$ cat config.mk
export PLATFORM = sky130hd
export DESIGN_NAME = rtc_regblock
export DESIGN_NICKNAME = d
export VERILOG_FILES = /design/src/rtl/rtc_pkg.sv /design/src/rtl/rtc_write_port.sv /design/src/rtl/rtc_timebase.sv /design/src/rtl/rtc_regblock.sv
export SDC_FILE = /design/constraint.sdc
export NUM_CORES = 1
export LEC_CHECK = 0
export ABC_CLOCK_PERIOD_IN_PS = 8450
export BUFFER_PORTS_ARGS = -buffer_cell sky130_fd_sc_hd__clkbuf_2
export CORE_MARGIN = 5
export CORE_UTILIZATION = 23
export DETAILED_ROUTE_END_ITERATION = 10
export HOLD_SLACK_MARGIN = 0.05
export PLACE_DENSITY_LB_ADDON = 0.3
export SYNTH_ARGS = -nofsm -noshare
export SYNTH_HDL_FRONTEND = slang
export SYNTH_SLANG_ARGS = --single-unit
$ cat constraint.sdc
create_clock -name clk -period 8.45 [get_ports clk]
set_clock_uncertainty 0.15 [all_clocks]
set_input_delay 0.845 -clock clk [delete_from_list [all_inputs] [get_ports clk]]
set_output_delay 0.845 -clock clk [all_outputs]
set_load 0.03 [all_outputs]
$ cat src/rtl/rtc_pkg.sv
package rtc_pkg;
  localparam int REG_W  = 32;
  localparam int ADDR_W = 3;

  typedef enum logic [ADDR_W-1:0] {
    W_SEC   = 3'd0,
    W_FRAC  = 3'd1,
    W_ASEC  = 3'd2,
    W_AFRAC = 3'd3,
    W_CTRL  = 3'd4,
    W_STAT  = 3'd5,
    W_IMASK = 3'd6
  } rtc_word_e;

  localparam int B_BUSY = 10;
  localparam int B_NEXT = 9;
  localparam int B_DONE = 8;
  localparam int B_ERR  = 7;
  localparam int B_ALRM = 4;
  localparam int B_RUN  = 3;
  localparam int B_INV  = 1;
  localparam int B_VIOL = 0;
endpackage

$ cat src/rtl/rtc_write_port.sv
module rtc_write_port #(
  parameter int DW  = 32,
  parameter int AW  = 3,
  parameter int LAT = 4
) (
  input  logic          clk,
  input  logic          rst,
  input  logic          tick_en,
  input  logic          bus_we,
  input  logic [AW-1:0] bus_addr,
  input  logic [DW-1:0] bus_wdata,
  output logic          busy,
  output logic          commit,
  output logic          reject,
  output logic [AW-1:0] post_addr,
  output logic [DW-1:0] post_data
);
  localparam int CW = $clog2(LAT + 1);

  logic [CW-1:0] left;

  always_ff @(posedge clk) begin
    if (rst) begin
      busy      <= 1'b0;
      left      <= '0;
      post_addr <= '0;
      post_data <= '0;
    end else if (busy) begin
      if (tick_en) begin
        left <= left - 1'b1;
        if (left == CW'(1)) busy <= 1'b0;
      end
    end else if (bus_we) begin
      busy      <= 1'b1;
      left      <= CW'(LAT);
      post_addr <= bus_addr;
      post_data <= bus_wdata;
    end
  end

  assign commit = busy && tick_en && (left == CW'(1));
  assign reject = bus_we && busy;
endmodule

$ cat src/rtl/rtc_timebase.sv
module rtc_timebase #(
  parameter int W = 32
) (
  input  logic         clk,
  input  logic         rst,
  input  logic         tick_en,
  input  logic         run_ok,
  input  logic         ld_hi,
  input  logic         ld_lo,
  input  logic [W-1:0] ld_val,
  output logic [W-1:0] hi,
  output logic [W-1:0] lo,
  output logic         seeded,
  output logic         step
);
  assign step = tick_en && run_ok && seeded && !ld_hi && !ld_lo;

  always_ff @(posedge clk) begin
    if (rst) begin
      hi     <= '0;
      lo     <= '0;
      seeded <= 1'b0;
    end else begin
      if (ld_hi) begin
        hi     <= ld_val;
        seeded <= 1'b1;
      end
      if (ld_lo) lo <= ld_val;
      if (step) {hi, lo} <= {hi, lo} + 1'b1;
    end
  end
endmodule

$ cat src/rtl/rtc_regblock.sv
module rtc_regblock
  import rtc_pkg::*;
#(
  parameter int WR_LAT = 4
) (
  input  logic              clk,
  input  logic              rst,
  input  logic              tick_en,
  input  logic              bus_we,
  input  logic [ADDR_W-1:0] bus_addr,
  input  logic [REG_W-1:0]  bus_wdata,
  output logic [REG_W-1:0]  bus_rdata,
  output logic              irq
);
  localparam logic [REG_W-1:0] NO_ALARM = '1;

  logic              busy, commit, reject;
  logic [ADDR_W-1:0] p_addr;
  logic [REG_W-1:0]  p_data;
  logic [REG_W-1:0]  cnt_hi, cnt_lo;
  logic              seeded, step;
  logic [REG_W-1:0]  al_hi, al_lo;
  logic              run_bit;
  logic [3:0]        imask;
  logic              f_done, f_err, f_alrm, f_inv;
  logic              stat_wr, alarm_hit, run_ok;
  logic [3:0]        irq_vec;
  logic [REG_W-1:0]  stat_word, rd_next;

  rtc_write_port #(.DW(REG_W), .AW(ADDR_W), .LAT(WR_LAT)) u_wport (
    .clk(clk), .rst(rst), .tick_en(tick_en),
    .bus_we(bus_we), .bus_addr(bus_addr), .bus_wdata(bus_wdata),
    .busy(busy), .commit(commit), .reject(reject),
    .post_addr(p_addr), .post_data(p_data)
  );

  assign run_ok = run_bit && !f_inv;

  rtc_timebase #(.W(REG_W)) u_time (
    .clk(clk), .rst(rst), .tick_en(tick_en), .run_ok(run_ok),
    .ld_hi(commit && (p_addr == W_SEC)),
    .ld_lo(commit && (p_addr == W_FRAC)),
    .ld_val(p_data),
    .hi(cnt_hi), .lo(cnt_lo), .seeded(seeded), .step(step)
  );

  assign stat_wr   = commit && (p_addr == W_STAT);
  assign alarm_hit = step && (al_hi != NO_ALARM) &&
                     (({cnt_hi, cnt_lo} + 1'b1) == {al_hi, al_lo});

  always_ff @(posedge clk) begin
    if (rst) begin
      al_hi   <= NO_ALARM;
      al_lo   <= '0;
      run_bit <= 1'b0;
      imask   <= '0;
    end else if (commit) begin
      unique case (p_addr)
        W_ASEC:  al_hi   <= p_data;
        W_AFRAC: al_lo   <= p_data;
        W_CTRL:  run_bit <= p_data[B_RUN];
        W_IMASK: imask   <= {p_data[B_NEXT], p_data[B_DONE], p_data[B_ERR], p_data[B_ALRM]};
        default: ;
      endcase
    end
  end

  always_ff @(posedge clk) begin
    if (rst) begin
      f_done <= 1'b0;
      f_err  <= 1'b0;
      f_alrm <= 1'b0;
      f_inv  <= 1'b1;
    end else begin
      if (commit) f_done <= !(stat_wr && p_data[B_DONE]);
      f_err  <= (f_err && !(stat_wr && p_data[B_ERR])) || reject;
      f_alrm <= (f_alrm && !(stat_wr && p_data[B_ALRM])) || alarm_hit;
      if (stat_wr && p_data[B_INV] && p_data[B_VIOL]) f_inv <= 1'b0;
    end
  end

  always_comb begin
    stat_word         = '0;
    stat_word[B_BUSY] = busy;
    stat_word[B_NEXT] = !busy;
    stat_word[B_DONE] = f_done;
    stat_word[B_ERR]  = f_err;
    stat_word[B_ALRM] = f_alrm;
    stat_word[B_INV]  = f_inv;
  end

  always_comb begin
    rd_next = '0;
    unique case (bus_addr)
      W_SEC:   rd_next = cnt_hi;
      W_FRAC:  rd_next = cnt_lo;
      W_ASEC:  rd_next = al_hi;
      W_AFRAC: rd_next = al_lo;
      W_CTRL:  rd_next[B_RUN] = run_bit;
      W_STAT:  rd_next = stat_word;
      W_IMASK: begin
        rd_next[B_NEXT] = imask[3];
        rd_next[B_DONE] = imask[2];
        rd_next[B_ERR]  = imask[1];
        rd_next[B_ALRM] = imask[0];
      end
      default: rd_next = '0;
    endcase
  end

  assign irq_vec = {!busy, f_done, f_err, f_alrm} & imask;

  always_ff @(posedge clk) begin
    if (rst) begin
      bus_rdata <= '0;
      irq       <= 1'b0;
    end else begin
      bus_rdata <= rd_next;
      irq       <= |irq_vec;
    end
  end
endmodule

==> flow_summary.json <==
{
  "yosysMostFrequentCell": "nand2_1",
  "netlist_top_cells_area": "dfxtp_1, nand2_1, a21oi_1",
  "yosysTopAreaCell": "dfxtp_1",
  "synthArstFlopShare": 0,
  "drtIter0Drc": 1303,
  "synth_common_cells": "nand2_1, dfxtp_1, a21oi_1, clkbuf_1, nor2_1",
  "power_density_mw_per_mm2": 169,
  "slew_headroom": 0.249,
  "design_power_total_mw": 2.29,
  "placed_area_sq_mm": 0.0127,
  "num_antenna_cells": 0,
  "syn_area_per_cell_sq_um": 7.63,
  "cts_root_buf": "clkbuf_16",
  "cts_tree": "done",
  "drive_above_1_share": 0.107,
  "cp-start-kind": "flop",
  "syn_inst": 1551,
  "cts.sinks": 210,
  "hold_violations": 0,
  "slew_viol_final": 0,
  "htreeDepth": 1,
  "p_leak_nw": 4.12,
  "criticalPathCategory": "reg -> reg",
  "fin_ws_ps": 4440,
  "clk_pin_slew_ps": 70,
  "status": "complete, no violations",
  "die_x_um": 237,
  "postCtsHoldBufs": 0,
  "fill_cells": 5593,
  "ys_seq_area_frac": 0.355,
  "grtUsageMet3": 0.0304,
  "tightest_slew_ps": 1120,
  "critPathCaptureType": "flop",
  "ios": 72,
  "grt_busiest_layer": "met2",
  "setup_viol": 0,
  "dr.pass1.iters": 7,
  "use_met2": 0.260,
  "rsz0062_at_grt": "false",
  "io_buffers": 71,
  "regArea_sq_mm": 0.00420,
  "crit_start": "u_time.lo[0]$_SDFFE_PP0P_",
  "cts_buffers": 25,
  "track_usage": 0.167,
  "synth_top_area_frac": 0.355,
  "hold_ws_ps": 333,
  "synth_cell_types": 70,
  "path_max_fanout": 12,
  "wl_per_cell_um": 22.2,
  "globalplace.congestion": 0.960,
  "setup_tns_ps": 0,
  "grt_pass1_vias": 11400,
  "multi_input_area_sq_mm": 0.00702,
  "netlist_area_sq_mm": 0.0118,
  "hold_start": "u_wport.left[1]$_SDFFE_PP0P_",
  "irDropWorstVdd_mv": 0.108,
  "antenna_found_initial": 0,
  "vias_per_cell": 5.40,
  "grt_max_degree": 75,
  "grt_overflow": 0,
  "max_cap_viol_count": 0,
  "cts_resized": 0,
  "core-area_sq_mm": 0.0512,
  "dieArea_sq_mm": 0.0561,
  "place_ws_ps": 4490,
  "num-nets-final": 1571,
  "initial_core_util": 0.231,
  "use_met1": 0.226,
  "cp_slowest_stage_delay_ps": 830,
  "arrival_ps": 4320,
  "synth_ff_type": "dfxtp_1",
  "ys_seq_elements": 210,
  "fmax_ghz": 0.249,
  "reg2reg_from": "u_time.lo[0]$_SDFFE_PP0P_",
  "worstPathCellList": "ha_1 > and3_1 > nand3_1 > nor4_1 > nand4_1 > xor2_1 > a2111oi_0 > nand4bb_1 > o31ai_2",
  "die_h_um": 237,
  "clk_latency_ps": 550,
  "stdcell_area_sq_mm": 0.0135,
  "synth_edf_count": 0,
  "hpwl_um": 35700,
  "syn_to_final_growth_pct": 14.2,
  "drc": 0,
  "routed_wl_um": 49400,
  "ys_warn_count": 0,
  "cp_slowest_cell": "nor4_1",
  "min_period_over_period": 0.475,
  "ant_nets": 0,
  "period_needed_ps": 4010,
  "grt_pass1_wl_um": 73300,
  "synth_fp_nets": 1593,
  "cts_buffer_depth": 3,
  "hold_class": "reg -> reg",
  "vias": 12000,
  "critPathRequiredTime_ps": 8760,
  "num_rows": 83,
  "post_cts_buffers": 0
}
## state kept, by name, summed over array words and instances, names as in the netlist, 3 cells and up
| signal | count |
|---|---|
| al_hi | 32 |
| al_lo | 32 |
| bus_rdata | 32 |
| imask | 4 |
| u_time.hi | 32 |
| u_time.lo | 32 |
| u_wport.left | 3 |
| u_wport.post_addr | 3 |
| u_wport.post_data | 32 |
## layout by cell type, fill, tap and decap left out, types with 38 or more instances in the layout
cell,synthesis,layout
nor4_1,44,44
xnor2_1,68,68
nor2_1,100,99
a21oi_1,171,170
nand4_1,43,43
clkbuf_2,0,70
nor2b_1,39,38
o21ai_0,66,66
a22oi_1,69,69
nand2_1,233,233
dfxtp_1,210,210
nor3_1,47,46
## metrics by stage
| step | std cells | utilization |
|---|---|---|
| 2_1_floorplan | 1551 | - |
| 5_1_grt | 2227 | 0.264 |
| 3_5_place_dp | 2182 | 0.247 |
| 3_3_place_gp | 2182 | 0.247 |
| 6_report | 2227 | 0.264 |
| 4_1_cts | 2227 | 0.264 |
## cell type report
class                           count  share of cell area
Sequential cell                   210               0.311
Inverter                           16             0.00444
Tap cell                          680              0.0629
Clock buffer                       33              0.0529
Timing Repair Buffer               92              0.0384
Clock inverter                     12              0.0109
Multi-Input combinational cell   1184               0.519
## logic make-up after synthesis
| kind of cell | count (synthesis) | share of synthesized area |
|---|---|---|
| and+or+nand+nor | 646 | 0.277 |
| AOI/OAI and AO/OA | 429 | 0.230 |
| muxes | 15 | 0.0129 |
| buffers and inverters | 157 | 0.0546 |
| xor gates and xnor gates | 91 | 0.0673 |
| DFF | 210 | 0.355 |
| adders and majority gates | 3 | 0.00317 |
## report_power, final
part / switching [mW] / internal (mW) / total (mW)
logic: 0.0732 / 0.0325 / 0.106
clock network: 0.460 / 0.687 / 1.15
registers: 0.0330 / 1.01 / 1.04
total: 0.566 / 1.72 / 2.29
## worst max-delay path: cells and delay by family (launching register included)
family,cells,cell delay [ps]
xor gates and xnor gates,1,230
adders and majority gates,1,330
and+or+nand+nor,5,2090
AOI/OAI and AO/OA,2,660
DFF,1,480
## final timing paths
check / depth (start not counted) / slack, ps / end
setup / recovery: 9 / 4440 / f_alrm$_SDFF_PP0_
hold / removal: 2 / 330 / u_wport.left[1]$_SDFFE_PP0P_
setup reg to reg: 9 / 4440 / f_alrm$_SDFF_PP0_
hold reg to reg: 2 / 330 / u_wport.left[1]$_SDFFE_PP0P_
## per-layer routing
layer  up-vias  share of wire
met2       478           0.44
li1       5579              -
met1      5844           0.44
met4         0          0.045
met3       116          0.071
met5         -              0
Note: power is estimated with default switching activity, not from simulation.
